<file path="config.mk">
export PLATFORM = sky130hd
export DESIGN_NAME = aging_tracker
export DESIGN_NICKNAME = d
export VERILOG_FILES = /design/src/rtl/aging_pkg.sv /design/src/rtl/age_frame_slot.sv /design/src/rtl/age_cmp_node.sv /design/src/rtl/age_min_tree.sv /design/src/rtl/aging_tracker.sv
export SDC_FILE = /design/constraint.sdc
export NUM_CORES = 1
export LEC_CHECK = 0
export BUFFER_PORTS_ARGS = -buffer_cell sky130_fd_sc_hd__buf_2
export CELL_PAD_IN_SITES_DETAIL_PLACEMENT = 0
export CELL_PAD_IN_SITES_GLOBAL_PLACEMENT = 2
export CORE_UTILIZATION = 41
export DETAILED_ROUTE_END_ITERATION = 7
export PLACE_DENSITY = 0.87
export REMOVE_ABC_BUFFERS = 1
export SYNTH_ARGS = -nofsm -noshare
export SYNTH_HDL_FRONTEND = slang
export SYNTH_SLANG_ARGS = --single-unit
</file>
<file path="constraint.sdc">
create_clock -name clk -period 3.5 [get_ports clk]
set_input_delay 0 -clock clk [delete_from_list [all_inputs] [get_ports clk]]
set_output_delay 0 -clock clk [all_outputs]
set_load 0.1 [all_outputs]
</file>
<file path="src/rtl/aging_pkg.sv">
package aging_pkg;
  localparam int unsigned AGE_W = 8;
  typedef logic [AGE_W-1:0] age_t;
endpackage

</file>
<file path="src/rtl/age_frame_slot.sv">
module age_frame_slot
  import aging_pkg::*;
(
  input  logic clk,
  input  logic rst_n,
  input  logic hit,
  input  logic tick,
  output age_t hist
);
  logic ref_q, ref_nxt;
  age_t hist_nxt;
  logic ref_en, hist_en;

  always_comb begin
    ref_en   = tick | hit;
    ref_nxt  = hit;
    hist_en  = tick;
    hist_nxt = {ref_q, hist[AGE_W-1:1]};
  end

  always_ff @(posedge clk or negedge rst_n) begin
    if (!rst_n) begin
      ref_q <= 1'b0;
      hist  <= '0;
    end else begin
      if (ref_en)  ref_q <= ref_nxt;
      if (hist_en) hist  <= hist_nxt;
    end
  end

  p_ref_set_r2: assert property (@(posedge clk) disable iff (!rst_n)
    (hit && !tick) |=> ref_q);
  p_shift_low_r3: assert property (@(posedge clk) disable iff (!rst_n)
    tick |=> (hist[AGE_W-2:0] == $past(hist[AGE_W-1:1])));
  p_hold_r3: assert property (@(posedge clk) disable iff (!rst_n)
    !tick |=> $stable(hist));
  p_tick_clear_r4: assert property (@(posedge clk) disable iff (!rst_n)
    (tick && !hit) |=> !ref_q);
endmodule

</file>
<file path="src/rtl/age_cmp_node.sv">
module age_cmp_node
  import aging_pkg::*;
#(
  parameter int unsigned IDX_W = 3
) (
  input  logic             a_ok,
  input  age_t             a_age,
  input  logic [IDX_W-1:0] a_idx,
  input  logic             b_ok,
  input  age_t             b_age,
  input  logic [IDX_W-1:0] b_idx,
  output logic             y_ok,
  output age_t             y_age,
  output logic [IDX_W-1:0] y_idx
);
  logic take_a;
  always_comb begin
    take_a = a_ok && (!b_ok || (a_age <= b_age));
    y_ok   = a_ok | b_ok;
    y_age  = take_a ? a_age : b_age;
    y_idx  = take_a ? a_idx : b_idx;
  end
endmodule

</file>
<file path="src/rtl/age_min_tree.sv">
module age_min_tree
  import aging_pkg::*;
#(
  parameter int unsigned NUM_FRAMES = 8,
  parameter int unsigned IDX_W = (NUM_FRAMES > 1) ? $clog2(NUM_FRAMES) : 1
) (
  input  logic                        clk,
  input  logic                        rst_n,
  input  logic [NUM_FRAMES*AGE_W-1:0] hist_flat,
  input  logic                        req,
  output logic                        res_valid,
  output logic [IDX_W-1:0]            res_idx,
  output age_t                        res_age
);
  localparam int unsigned LEVELS = (NUM_FRAMES > 1) ? $clog2(NUM_FRAMES) : 1;
  localparam int unsigned PADN   = 1 << LEVELS;
  localparam int unsigned NODES  = 2 * PADN - 1;

  logic             n_ok  [NODES];
  age_t             n_age [NODES];
  logic [IDX_W-1:0] n_idx [NODES];

  for (genvar i = 0; i < PADN; i++) begin : g_leaf
    if (i < NUM_FRAMES) begin : g_real
      assign n_ok [PADN-1+i] = 1'b1;
      assign n_age[PADN-1+i] = hist_flat[i*AGE_W +: AGE_W];
      assign n_idx[PADN-1+i] = IDX_W'(i);
    end else begin : g_pad
      assign n_ok [PADN-1+i] = 1'b0;
      assign n_age[PADN-1+i] = '1;
      assign n_idx[PADN-1+i] = '0;
    end
  end

  for (genvar k = 0; k < PADN - 1; k++) begin : g_node
    age_cmp_node #(.IDX_W(IDX_W)) u_node (
      .a_ok (n_ok [2*k+1]), .a_age(n_age[2*k+1]), .a_idx(n_idx[2*k+1]),
      .b_ok (n_ok [2*k+2]), .b_age(n_age[2*k+2]), .b_idx(n_idx[2*k+2]),
      .y_ok (n_ok [k]),     .y_age(n_age[k]),     .y_idx(n_idx[k])
    );
  end

  logic             valid_nxt;
  logic [IDX_W-1:0] idx_nxt;
  age_t             age_nxt;

  always_comb begin
    valid_nxt = req;
    idx_nxt   = n_idx[0];
    age_nxt   = n_age[0];
  end

  always_ff @(posedge clk or negedge rst_n) begin
    if (!rst_n) begin
      res_valid <= 1'b0;
      res_idx   <= '0;
      res_age   <= '0;
    end else begin
      res_valid <= valid_nxt;
      if (req) begin
        res_idx <= idx_nxt;
        res_age <= age_nxt;
      end
    end
  end

  p_latency_r5: assert property (@(posedge clk) disable iff (!rst_n)
    req |=> res_valid);
  p_no_spurious_r5: assert property (@(posedge clk) disable iff (!rst_n)
    !req |=> !res_valid);
  p_idx_range_r8: assert property (@(posedge clk) disable iff (!rst_n)
    res_valid |-> (32'(res_idx) < NUM_FRAMES));
  p_hold_result_r5: assert property (@(posedge clk) disable iff (!rst_n)
    !req |=> ($stable(res_idx) && $stable(res_age)));
endmodule

</file>
<file path="src/rtl/aging_tracker.sv">
module aging_tracker
  import aging_pkg::*;
#(
  parameter int unsigned NUM_FRAMES = 8,
  localparam int unsigned IDX_W = (NUM_FRAMES > 1) ? $clog2(NUM_FRAMES) : 1
) (
  input  logic             clk,
  input  logic             rst_n,
  input  logic             access_valid,
  input  logic [IDX_W-1:0] access_frame,
  input  logic             tick,
  input  logic             victim_req,
  output logic             victim_valid,
  output logic [IDX_W-1:0] victim_frame,
  output logic [AGE_W-1:0] victim_hist
);
  logic [1:0] rst_sync;
  logic       rst_int_n;

  always_ff @(posedge clk or negedge rst_n) begin
    if (!rst_n) rst_sync <= 2'b00;
    else        rst_sync <= {rst_sync[0], 1'b1};
  end
  assign rst_int_n = rst_sync[1];

  logic [NUM_FRAMES-1:0]       hit;
  logic [NUM_FRAMES*AGE_W-1:0] hist_flat;

  for (genvar i = 0; i < NUM_FRAMES; i++) begin : g_slot
    age_t h;
    assign hit[i] = access_valid && (access_frame == IDX_W'(i));
    age_frame_slot u_slot (
      .clk  (clk),
      .rst_n(rst_int_n),
      .hit  (hit[i]),
      .tick (tick),
      .hist (h)
    );
    assign hist_flat[i*AGE_W +: AGE_W] = h;
  end

  age_min_tree #(.NUM_FRAMES(NUM_FRAMES), .IDX_W(IDX_W)) u_tree (
    .clk      (clk),
    .rst_n    (rst_int_n),
    .hist_flat(hist_flat),
    .req      (victim_req),
    .res_valid(victim_valid),
    .res_idx  (victim_frame),
    .res_age  (victim_hist)
  );

  p_onehot_hit_r8: assert property (@(posedge clk) disable iff (!rst_int_n)
    $onehot0(hit));
  p_oob_ignored_r8: assert property (@(posedge clk) disable iff (!rst_int_n)
    (access_valid && (32'(access_frame) >= NUM_FRAMES)) |-> (hit == '0));
endmodule

</file>
==> flow_summary.toml <==
[outcome]
status = "complete, but fails checks"
violations = "setup timing"

[detailed_routing]
drt-initial-drc-count = 191
wirelength_mm = 13.4
routedWlPerCell_um = 15.3
avgViaCountPerCell = 5.17
drc = 0
firstDrtPassIters = 4
num_vias = 4517
drtAntennaViolNets = 0

[critical_path]
cp_slowest_cell = "dfrtp_1"
cp.required_ns = 3.77
path_max_fanout = 7
arrival_ns = 4.97
regToRegEndpoint = "u_tree.res_age[5]"
crit_top_cell = "a21oi_2"
worstSetupEndpointType = "flip-flop"
ff2ff_path_depth = 26
path_class = "reg -> reg"
slowest_delay_ns = 0.40
cp-start-kind = "flip-flop"
r2r_slack_ns = -1.20
reg2reg_from = "g_slot[1].u_slot.hist[1]"

[timing]
worst_pin_slew_ns = 0.816
drv_slew = 0
setup_slack_ns = -1.20
maxSlewHeadroom_pct = 45.6
hold-worst-slack_ns = 0.0224
period_minus_slack_ns = 4.70
setup_violations = 11
fin_worst_skew_ns = 0.00498
rsz0062_at_grt = "true"
fmax_ghz = 0.213
min_period_over_period_pct = 134
hold_viol = 0

[clock_network]
cts_root_buf = "clkbuf_16"
clkTransAtPathRegs_ns = 0.06
h-tree-depth = 3
clk_latency_ns = 0.35
cts_buffers = 9
cts_tree = "yes"
clock_path_buffers = 2
clkSinkCount = 86

[finish]
regArea_mm2 = 0.00216
final_area_mm2 = 0.00790
drive_gt1_share_pct = 48.2
syn2layout_area_growth_pct = 50.3
diodes = 0
fillers = 947
multiInputGateArea_mm2 = 0.00338
layout.nets = 765

[floorplanning]
ios = 20
die_area_mm2 = 0.0133
rows = 40
die_w_um = 115
coreArea_mm2 = 0.0123
start_util_pct = 42.9
die_h_um = 115

[placed_design]
post_dp_cell_area_mm2 = 0.00659
gp_congestion = 0.832
dp_hpwl_mm = 9.21
port-buffer-count = 19

[yosys]
netlist_instances = 508
synth.area.mux_share_pct = 13.3
synth_fa_ha_area_share_pct = 13.3
async_reset_ff_share_pct = 100
synthSimpleGateAreaFrac_pct = 7.81
synth_flop_cell = "dfrtp_1"
synth_xor_area_share_pct = 0
ys_seq_area_share_pct = 40.9
postSynthAreaPerCell_um2 = 10.3
synth_top_family_by_area = "compound AO/OA/AOI/OAI gates"
netlist_area_mm2 = 0.00526
synth.distinct_cells = 51
yosys_register_bits = 86
ys.warnings.count = 0
synth_compound_area_share_pct = 17.8
synth_edf_count = 0

[grt]
grt_antenna_before_repair = 0
grt_overflow_total = 0
grt_first_pass_wirelength_mm = 21.4
track_usage_pct = 20.7
grt_max_degree = 62
grt_pass1_vias = 4586

[worst_hold_path]
hold_path_depth = 3
min-delay-path-class = "in -> reg"
worstHoldEndpoint = "g_slot[0].u_slot.ref_q"
worstHoldStart = "access_valid"

[power_and_ir_drop]
leakage_nw = 3.78
cellPowerDensity_mw_per_mm2 = 1090
max-vdd-ir-drop_mv = 0.526

[job]
maxCapViolCount = 0
sequential cells by signal (all words and copies together), names as in the netlist:
| register | cells |
|---|---|
| u_tree.res_idx | 3 |
| g_slot.u_slot.ref_q | 8 |
| u_tree.res_age | 8 |
| g_slot.u_slot.hist | 64 |
| u_tree.res_valid | 1 |
| rst_sync | 2 |
synthesized netlist by cell type (4+ instances only):
| library cell | instances | share of area, % |
|---|---|---|
| a22o_1 | 5 | 0.83 |
| ha_1 | 56 | 13 |
| o22ai_1 | 9 | 1.1 |
| a221o_1 | 7 | 1.3 |
| a211oi_1 | 7 | 1.0 |
| o21a_1 | 5 | 0.71 |
| a31oi_1 | 6 | 0.71 |
| clkbuf_1 | 14 | 1.0 |
| nand2b_1 | 4 | 0.48 |
| a221oi_1 | 5 | 0.83 |
| and4_1 | 5 | 0.83 |
| inv_1 | 64 | 4.6 |
| mux2_2 | 34 | 7.3 |
| o21ai_0 | 41 | 3.9 |
| nand2_1 | 48 | 3.4 |
| a21oi_1 | 16 | 1.5 |
| dfrtp_1 | 86 | 41 |
| nor2_1 | 6 | 0.43 |
| nand4_1 | 9 | 1.1 |
| mux2i_1 | 30 | 5.7 |
power by group:
group / switching, mW / internal, mW
registers: 0.108 / 1.16
clock network: 0.402 / 0.665
logic: 2.97 / 3.26
through the flow:
stage          setup TNS [ns]  setup WS [ns]  power, mW  cells  util [%]
2_1_floorplan          -20.57          -1.95       3.83    487         -
3_3_place_gp           -13.77          -1.27       5.35    825      53.8
3_5_place_dp           -15.17          -1.42       5.45    825      53.8
4_1_cts                -12.24          -1.14       7.33    857      60.1
5_1_grt                -15.19          -1.44       9.08    874      64.4
6_report               -12.57          -1.20       8.57    874      64.4
per-layer routing:
metal	vias to the layer above	wire, um	GRT usage (%)
met4	0	413	9.78
met2	66	6480	33.2
met5	-	0	0
met1	2194	6130	27.6
met3	29	329	3.11
li1	2228	-	-
repair_timing:
action,CTS,global route
hold buffers,9,0
setup buffers,7,17
gates resized for setup,52,69
hold endpoints to repair,12,0
pin swaps,16,40
endpoints found under the setup margin,11,11
how the worst max path moves through the flow:
stage | start | to | depth (start not counted)
floorplan | g_slot[4].u_slot.hist[1] | u_tree.res_age[7] | 20
global placement | g_slot[2].u_slot.hist[1] | u_tree.res_age[3] | 20
detailed placement | g_slot[1].u_slot.hist[1] | u_tree.res_age[6] | 24
CTS | g_slot[1].u_slot.hist[1] | u_tree.res_idx[1] | 22
global route | g_slot[3].u_slot.hist[3] | u_tree.res_age[6] | 23
finish | g_slot[1].u_slot.hist[1] | u_tree.res_age[5] | 26
worst max-delay path, delay by kind of cell, from the launching register on:
family,cells,cell delay (ns)
compound gates,13,2.11
fa+ha+maj,3,0.78
buf+inv,5,0.62
flops,1,0.40
mux,1,0.24
simple gates,4,0.44
cell type report:
cell class                 instances  area share, %
multi-input combinational        337           42.8
inverter                          64           3.04
tap                              168           2.66
timing repair buffer             203           20.1
clock inverter                     3          0.855
sequential                        86           27.3
clock buffer                      13           3.29
cell usage in the layout, fill, tap and decap left out, types with 9 or more instances in the layout:
cell type	n
a21oi_2	9
buf_2	20
buf_4	159
buf_6	11
clkbuf_16	9
dfrtp_1	85
dlygate4sd3_1	9
ha_1	41
ha_4	14
inv_1	54
inv_2	10
mux2_2	31
mux2i_1	11
mux2i_4	12
nand2_1	46
nand4_1	9
o21ai_0	38
kinds of logic after synthesis:
group,after synthesis
buffers and inverters,85
flip-flops,86
adder cells (fa/ha/maj),56
AO/OA/AOI/OAI,131
AND/OR/NAND/NOR,84
other,1
multiplexers,65
No activity file was read; power rests on OpenSTA's default activity.
